===== src/rtl/aprf_pkg.sv =====
package aprf_pkg;

   // Access size codes shared by all ports
   typedef enum logic [1:0] {
      ACC_LO8 = 2'b00,
      ACC_HI8 = 2'b01,
      ACC_W16 = 2'b10,
      ACC_D32 = 2'b11
   } acc_sz_e;

endpackage


===== src/rtl/aprf_field_map.sv =====
// Turns a size code into the bit mask and right-shift of the field it selects.
module aprf_field_map #(
   parameter int DATA_W = 32,
   parameter int WORD_W = 16,
   parameter int BYTE_W = 8,
   localparam int SH_W  = $clog2(DATA_W)
) (
   input  logic [1:0]        sz,
   output logic [DATA_W-1:0] mask,
   output logic [SH_W-1:0]   shift
);
   import aprf_pkg::*;

   localparam logic [DATA_W-1:0] LO_MASK =
      {{(DATA_W-BYTE_W){1'b0}}, {BYTE_W{1'b1}}};
   localparam logic [DATA_W-1:0] WORD_MASK =
      {{(DATA_W-WORD_W){1'b0}}, {WORD_W{1'b1}}};
   localparam logic [DATA_W-1:0] HI_MASK = LO_MASK << BYTE_W;

   always_comb begin
      mask  = '1;
      shift = '0;
      case (acc_sz_e'(sz))
         ACC_LO8: begin
            mask  = LO_MASK;
            shift = '0;
         end
         ACC_HI8: begin
            mask  = HI_MASK;
            shift = SH_W'(BYTE_W);
         end
         ACC_W16: begin
            mask  = WORD_MASK;
            shift = '0;
         end
         default: begin
            mask  = '1;
            shift = '0;
         end
      endcase
   end

endmodule


===== src/rtl/aprf_write_merge.sv =====
// Places narrow write data into its field and merges it with the old value.
module aprf_write_merge #(
   parameter int DATA_W = 32,
   parameter int WORD_W = 16,
   parameter int BYTE_W = 8
) (
   input  logic [DATA_W-1:0] old_val,
   input  logic [DATA_W-1:0] wdata,
   input  logic [1:0]        sz,
   output logic [DATA_W-1:0] merged
);
   localparam int SH_W = $clog2(DATA_W);

   logic [DATA_W-1:0] fld_mask;
   logic [SH_W-1:0]   fld_shift;
   logic [DATA_W-1:0] placed;

   aprf_field_map #(
      .DATA_W(DATA_W),
      .WORD_W(WORD_W),
      .BYTE_W(BYTE_W)
   ) i_map (
      .sz   (sz),
      .mask (fld_mask),
      .shift(fld_shift)
   );

   always_comb begin
      placed = (wdata << fld_shift) & fld_mask;
      merged = (old_val & ~fld_mask) | placed;
   end

endmodule


===== src/rtl/aprf_read_extract.sv =====
// Selects a field from a register value, right-aligned and zero-extended.
module aprf_read_extract #(
   parameter int DATA_W = 32,
   parameter int WORD_W = 16,
   parameter int BYTE_W = 8
) (
   input  logic [DATA_W-1:0] value,
   input  logic [1:0]        sz,
   output logic [DATA_W-1:0] rdata
);
   localparam int SH_W = $clog2(DATA_W);

   logic [DATA_W-1:0] fld_mask;
   logic [SH_W-1:0]   fld_shift;

   aprf_field_map #(
      .DATA_W(DATA_W),
      .WORD_W(WORD_W),
      .BYTE_W(BYTE_W)
   ) i_map (
      .sz   (sz),
      .mask (fld_mask),
      .shift(fld_shift)
   );

   always_comb rdata = (value & fld_mask) >> fld_shift;

endmodule


===== src/rtl/aprf_regfile.sv =====
// Register file with aliased byte / word / double-word views.
module aprf_regfile #(
   parameter int DATA_W   = 32,
   parameter int WORD_W   = 16,
   parameter int BYTE_W   = 8,
   parameter int NUM_REGS = 4,
   parameter bit BYPASS   = 1'b1,
   localparam int IDX_W   = $clog2(NUM_REGS)
) (
   input  logic              clk,
   input  logic              rst,
   input  logic              wr_en,
   input  logic [IDX_W-1:0]  wr_idx,
   input  logic [1:0]        wr_sz,
   input  logic [DATA_W-1:0] wr_data,
   input  logic [IDX_W-1:0]  rd_a_idx,
   input  logic [1:0]        rd_a_sz,
   output logic [DATA_W-1:0] rd_a_data,
   input  logic [IDX_W-1:0]  rd_b_idx,
   input  logic [1:0]        rd_b_sz,
   output logic [DATA_W-1:0] rd_b_data
);
   localparam int NUM_RD = 2;

   // Elaboration-time parameter checks
   if (WORD_W != 2 * BYTE_W) begin : g_bad_word
      $error("aprf_regfile: WORD_W must be twice BYTE_W");
   end
   if (DATA_W <= WORD_W) begin : g_bad_data
      $error("aprf_regfile: DATA_W must exceed WORD_W");
   end
   if (NUM_REGS != (1 << IDX_W)) begin : g_bad_regs
      $error("aprf_regfile: NUM_REGS must be a power of two");
   end

   logic [DATA_W-1:0] regs [NUM_REGS];
   logic [DATA_W-1:0] wr_merged;

   aprf_write_merge #(
      .DATA_W(DATA_W),
      .WORD_W(WORD_W),
      .BYTE_W(BYTE_W)
   ) i_merge (
      .old_val(regs[wr_idx]),
      .wdata  (wr_data),
      .sz     (wr_sz),
      .merged (wr_merged)
   );

   always_ff @(posedge clk) begin
      if (rst) begin
         for (int i = 0; i < NUM_REGS; i++) regs[i] <= '0;
      end else if (wr_en) begin
         regs[wr_idx] <= wr_merged;
      end
   end

   // Read ports
   logic [IDX_W-1:0]  rp_idx  [NUM_RD];
   logic [1:0]        rp_sz   [NUM_RD];
   logic [DATA_W-1:0] rp_data [NUM_RD];

   assign rp_idx[0]  = rd_a_idx;
   assign rp_idx[1]  = rd_b_idx;
   assign rp_sz[0]   = rd_a_sz;
   assign rp_sz[1]   = rd_b_sz;
   assign rd_a_data  = rp_data[0];
   assign rd_b_data  = rp_data[1];

   for (genvar p = 0; p < NUM_RD; p++) begin : g_rd
      logic [DATA_W-1:0] src;

      if (BYPASS) begin : g_wfirst
         // merged value already keeps the untouched bits of the old contents
         always_comb src = (wr_en && (wr_idx == rp_idx[p])) ? wr_merged
                                                            : regs[rp_idx[p]];
      end else begin : g_rfirst
         always_comb src = regs[rp_idx[p]];
      end

      aprf_read_extract #(
         .DATA_W(DATA_W),
         .WORD_W(WORD_W),
         .BYTE_W(BYTE_W)
      ) i_ext (
         .value(src),
         .sz   (rp_sz[p]),
         .rdata(rp_data[p])
      );
   end

endmodule


===== config.mk =====
export PLATFORM = sky130hd
export DESIGN_NAME = aprf_regfile
export DESIGN_NICKNAME = d
export VERILOG_FILES = /design/src/rtl/aprf_pkg.sv /design/src/rtl/aprf_field_map.sv /design/src/rtl/aprf_write_merge.sv /design/src/rtl/aprf_read_extract.sv /design/src/rtl/aprf_regfile.sv
export SDC_FILE = /design/constraint.sdc
export NUM_CORES = 1
export LEC_CHECK = 0
export ABC_AREA = 1
export ABC_CLOCK_PERIOD_IN_PS = 3600
export BUFFER_PORTS_ARGS = -buffer_cell sky130_fd_sc_hd__buf_2
export CAP_MARGIN = 40
export CELL_PAD_IN_SITES_DETAIL_PLACEMENT = 1
export CELL_PAD_IN_SITES_GLOBAL_PLACEMENT = 1
export CORE_MARGIN = 2
export CORE_UTILIZATION = 38
export DETAILED_ROUTE_END_ITERATION = 8
export MAX_ROUTING_LAYER = met4
export PLACE_DENSITY = 0.75
export REMOVE_ABC_BUFFERS = 1
export SETUP_SLACK_MARGIN = 0.5
export SKIP_CTS_REPAIR_TIMING = 1
export SLEW_MARGIN = 15
export SYNTH_ARGS = -nofsm -noshare
export SYNTH_HDL_FRONTEND = slang
export SYNTH_SLANG_ARGS = --single-unit

===== constraint.sdc =====
create_clock -name clk -period 3.6 [get_ports clk]
set_clock_uncertainty 0.15 [all_clocks]
set_input_delay 0.36 -clock clk [delete_from_list [all_inputs] [get_ports clk]]
set_output_delay 0.36 -clock clk [all_outputs]
set_load 0.02 [all_outputs]

# == After elaboration in Yosys (flattened, before gate mapping) ==
# Memories as Yosys holds them, arrays and structs flattened.
# Cells that the tools add are included.
# op_classes
bitwise_logic,6
reduce_logical,6
n_shift,3
mux,16
n_eq_ne,8
# op_table
op,n
one-hot mux 32 bit (3 select lines),3
AND 32 bit,4
two-way mux 32 bit,3
right shift 32 x 4 -> 32 bit,2
inverter 32 bit,1
OR 32 bit,1
OR reduction 32 bit,1
left shift 32 x 4 -> 32 bit,1
two-way mux 4 bit,3
equality test 2 x 1 -> 1 bit (second input constant),3
equality test 2 bit (second input constant),3
zero test 2 bit,3
two-way mux 1 bit,6
equality test 2 bit,2
logical AND 1 bit,2
two-way mux 2 bit,1
# word_totals
memories,1
ram_bits,128
out_inout_bits,64
regBits,0
# mem_list
memory,depth,width,read_ports,rd_ports_with_merged_regs,wr,line,text
regs,4,32,3,0,4,aprf_regfile.sv:36,logic [DATA_W-1:0] regs [NUM_REGS];

# == Logic depth before layout (Yosys ltp) ==
# logic_depth
ltp_word,8
mapped_depth,11

# == Hierarchy ==
# From an unflattened synthesis, not the netlist that was laid out.
# unflattened
hier_cells,2600
hier_area_um2,15203.3
# modules_own_cells
mod,area_each_um2,cells_per_inst,n_inst,seq_area_each_um2
aprf_regfile,9003.6,1317,1,3843.7
aprf_read_extract,1694.1,358,2,0.0
aprf_write_merge,1970.6,444,1,0.0
aprf_field_map,280.3,41,3,0.0

# == Worst setup path before layout ==
# No wires, ideal clock.
# synth_timing
path_type,input to register
startpoint,input wr_idx[1]
endpoint,"memory regs[3][0], enable pin"
setup_ns,0.470
t_arrival_ns,3.189
required_ns,2.980
stages,4
n_path_buf,2
path_slack_ns,-0.209
path_cell_list,buf_4 > inv_6 > buf_2 > o31ai_1
# synth_rtl
item,line,text
"start, declared",aprf_regfile.sv:13,"input logic [IDX_W-1:0] wr_idx,"
"end, declared",aprf_regfile.sv:36,

# == Final worst setup path ==
# layout_timing
startpoint,input wr_sz[1]
endpoint,output rd_b_data[2]
# layout_via
elab_chain_cells,8
elab_cells_between_ends,13
cone_classes,2 x eq/ne; 2 x shift; 3 x mux; 5 x bitwise; 1 x reduce/logical
# layout_rtl
item,line,text
"start, declared",aprf_regfile.sv:14,"input logic [1:0] wr_sz,"
equality test 2 x 1 -> 1 bit (tied with other cells),aprf_field_map.sv:23,case (acc_sz_e'(sz))
two-way mux 4 bit / one-hot mux 32 bit (3 select lines) (equally long branches),aprf_field_map.sv:23,
left shift 32 x 4 -> 32 bit / inverter 32 bit (equally long branches),"aprf_write_merge.sv:29, aprf_write_merge.sv:30",
AND 32 bit (on tied branches),"aprf_write_merge.sv:29, aprf_write_merge.sv:30",
OR 32 bit *,aprf_write_merge.sv:30,merged = (old_val & ~fld_mask) | placed;
two-way mux 32 bit *,aprf_regfile.sv:75,always_comb src = (wr_en && (wr_idx == rp_idx[p])) ? wr_merged
AND 32 bit *,aprf_read_extract.sv:26,always_comb rdata = (value & fld_mask) >> fld_shift;
right shift 32 x 4 -> 32 bit *,aprf_read_extract.sv:26,
"end, declared",aprf_regfile.sv:21,output logic [DATA_W-1:0] rd_b_data
# Mark *: on every way between the ends. The rest lies on a longest branch, timed or not.

==> impl_metrics.yaml <==
setup_path:
  regToRegSetupSlack_ns: 1.93
  required_ns: 3.09
  worst-path-stages: 11
  r2r_end: "regs[3][19]"
  arrival_ns: 2.44
  cp-end-kind: "output port"
  rr_worst_depth: 6
  cpPeakStageDelay_ns: 0.39
  critPathTopFamily: "buffers and inverters"
  slowest_stage: "inv_4"
  critical_path_class: "in2out"
  r2r_start: "regs[1][19]"
  path_max_fanout: 27
  crit_chain: "buf_2 > inv_4 > nand2_4 > inv_4 > nand2_1 > o21ai_0 > inv_1 > nand3_1 > nand3_1 > nand2_1 > buf_2"
  start_kind: "input pin"
  cp-startpoint: "wr_sz[1]"
  path_buf_inv: 5
power_and_ir_drop:
  switchingPower_mw: 1.540
  intPower_mw: 3.277
  clkPwrFrac_pct: 40.2
  leakagePower_nw: 5.326
  power_frac_seq_pct: 37.0
  comb_power_share_pct: 22.8
  peakVddDrop_mv: 0.3142
  p_sw_share_pct: 31.97
  p_per_area_mw_per_mm2: 422.4
final_layout:
  drive_gt1_share_pct: 12.70
  nFillCells: 3488
  layout_common_cells: "nand2_1 (402), nor2_1 (271), nand3_1 (219)"
  diodes: 0
  layout.nets: 1633
  largest_register_ffs: 128
  fin_cells: 1934
  synthToLayoutAreaGrowth_pct: 15.13
  regMostFlops: "regs"
  reg_top3: "regs: 128 flops"
  final_common_cell: "nand2_1"
min_path:
  min_from: "wr_data[11]"
  whs_endpoint: "regs[3][11]"
  hold_path.class: "in2reg"
  hold_depth: 5
global_route:
  grt_max_degree: 65
  grt_pass1_vias: 11270
  grt_use_total_pct: 31.72
  grt_pass1_wl_um: 63380
  overflow: 0
  antenna_found_initial: 0
timing:
  setup_viol: 0
  slew_viol_final: 0
  worst_slack_ns: 0.6475
  hold_viol_final: 0
  relSlewSlack_pct: 42.46
  fmax_mhz: 338.7
  period_minus_slack_ns: 2.953
  rsz0062_at_grt: "no"
  finalCritPeriodShare_pct: 82.01
  worst-slew-pin-transition_ns: 0.8599
floorplan:
  die_w_um: 165.5
  die_y_um: 165.5
  core_area_mm2: 0.02584
  num_rows: 59
  initial_utilization_pct: 38.34
  ioPinCount: 111
  die-area_mm2: 0.02738
synthesis:
  ys.warnings.count: 0
  yosysTopAreaCell: "edfxtp_1"
  synthTopCellsByArea: "edfxtp_1 (39%), nand2_1 (15%), nand3_1 (11%)"
  ys_ff_latch: 128
  synth_cell_types: 23
  yosysSeqAreaShare_pct: 38.80
  synth.top_cell.area_share_pct: 38.80
  synth_area_per_cell_um2: 6.517
  syn-instance-count: 1520
  synth_area_mm2: 0.009906
route:
  wl_per_cell_um: 21.51
  wl_um: 41610
  drt_iter0_markers: 1261
  vias: 11060
  drtAntennaViolNets: 0
  via_per_inst: 5.720
  drcViolationCount: 0
  drt-pass1-iter-count: 5
placement:
  io_buffers: 110
  dp_slack_ns: 0.6109
  dpl.cell_count: 1902
  hpwl_um: 26470
  routabilityCongestion: 0.8502
clock_network:
  cts_sinks: 128
  cts_max_path_buffers: 2
  cts_buffers: 17
  clkLatencyLatePin_ns: 0.43
  cts_tree: "yes"
  path_clk_slew_ns: 0.06
  root_buffer: "clkbuf_16"
  htreeDepth: 4
flow_run:
  cap_violations: 0
outcome:
  status: "finished, final reports clean"
## through the flow
| stage | TNS, ns | utilization (%) | instance area, um^2 | hold WS (ns) | total power, mW |
|---|---|---|---|---|---|
| final | 0 | 44.14 | 11400 | 0.3076 | 4.817 |
| after global routing | 0 | 44.14 | 11400 | 0.3340 | 4.981 |
| after CTS | 0 | 44.11 | 11400 | 0.2991 | 4.804 |
| after detailed placement | 0 | 41.62 | 10750 | 0.6407 | 2.886 |
| after global placement | 0 | 41.51 | 10720 | 0.6145 | 2.856 |
| after floorplan | -3.138 | - | 9398 | 0.5702 | 2.417 |
## worst reg2reg max path: stages (launching register included)
cell,delay [ns]
edfxtp_1,0.36
inv_1,0.11
a21oi_1,0.08
o21ai_0,0.13
nand2_1,0.11
a21boi_1,0.37
nor2_1,0.09
## worst max path at each step
stage                              end  slack, ns
after global routing      rd_b_data[2]       0.57
after detailed placement  rd_a_data[2]       0.61
after floorplan             regs[3][0]       -0.1
final                     rd_b_data[2]       0.65
after global placement    rd_a_data[2]       0.70
after CTS                 rd_a_data[2]       0.62
## cells by family after synthesis
group / synth area share [%]
and+or+nand+nor: 37.01
buffers and inverters: 11.48
AOI/OAI and AO/OA: 12.71
DFF: 38.80
## per-layer routing
metal / vias up / track usage, % / part of all wire [%]
li1: 5043 / - / -
met1: 5387 / 40.09 / 42
met2: 526 / 51.94 / 48
met3: 107 / 4.121 / 7.3
met4: 0 / 12.19 / 2.9
met5: - / - / 0
## power by group through the flow
| stage | clock (mW) | sequential, mW | combinational, mW |
|---|---|---|---|
| 2_1_floorplan | 0 | 1.79 | 0.622 |
| 3_3_place_gp | 0 | 1.80 | 1.05 |
| 3_5_place_dp | 0 | 1.81 | 1.08 |
| 4_1_cts | 1.94 | 1.78 | 1.08 |
| 5_1_grt | 1.99 | 1.79 | 1.20 |
| 6_report | 1.94 | 1.78 | 1.10 |
## cells in the mapped netlist
library cell and n:
nand2_1 402, nor2_1 271, nand3_1 219, inv_1 157, edfxtp_1 128, o21ai_0 126, a21oi_1 64, buf_2 52
clkbuf_1 35, a21boi_1 21, a21oi_2 9, buf_4 8, o21ai_1 6, buf_6 5, inv_2 5, a21boi_2 3
inv_4 2, nand3_2 2, inv_6 1, nand2_2 1, nand2_4 1, nor2_2 1, o31ai_1 1
## final cells by class
cell class,count,area (um^2),share of cell area [%]
clock buffer,20,436.7,3.829
clock inverter,12,206.4,1.810
inverter,165,629.4,5.518
multi-input combinational,1127,4951,43.41
sequential,128,3844,33.70
tap,335,419.2,3.675
timing repair buffer,147,918.4,8.053
(Power assumes the default switching activity.)
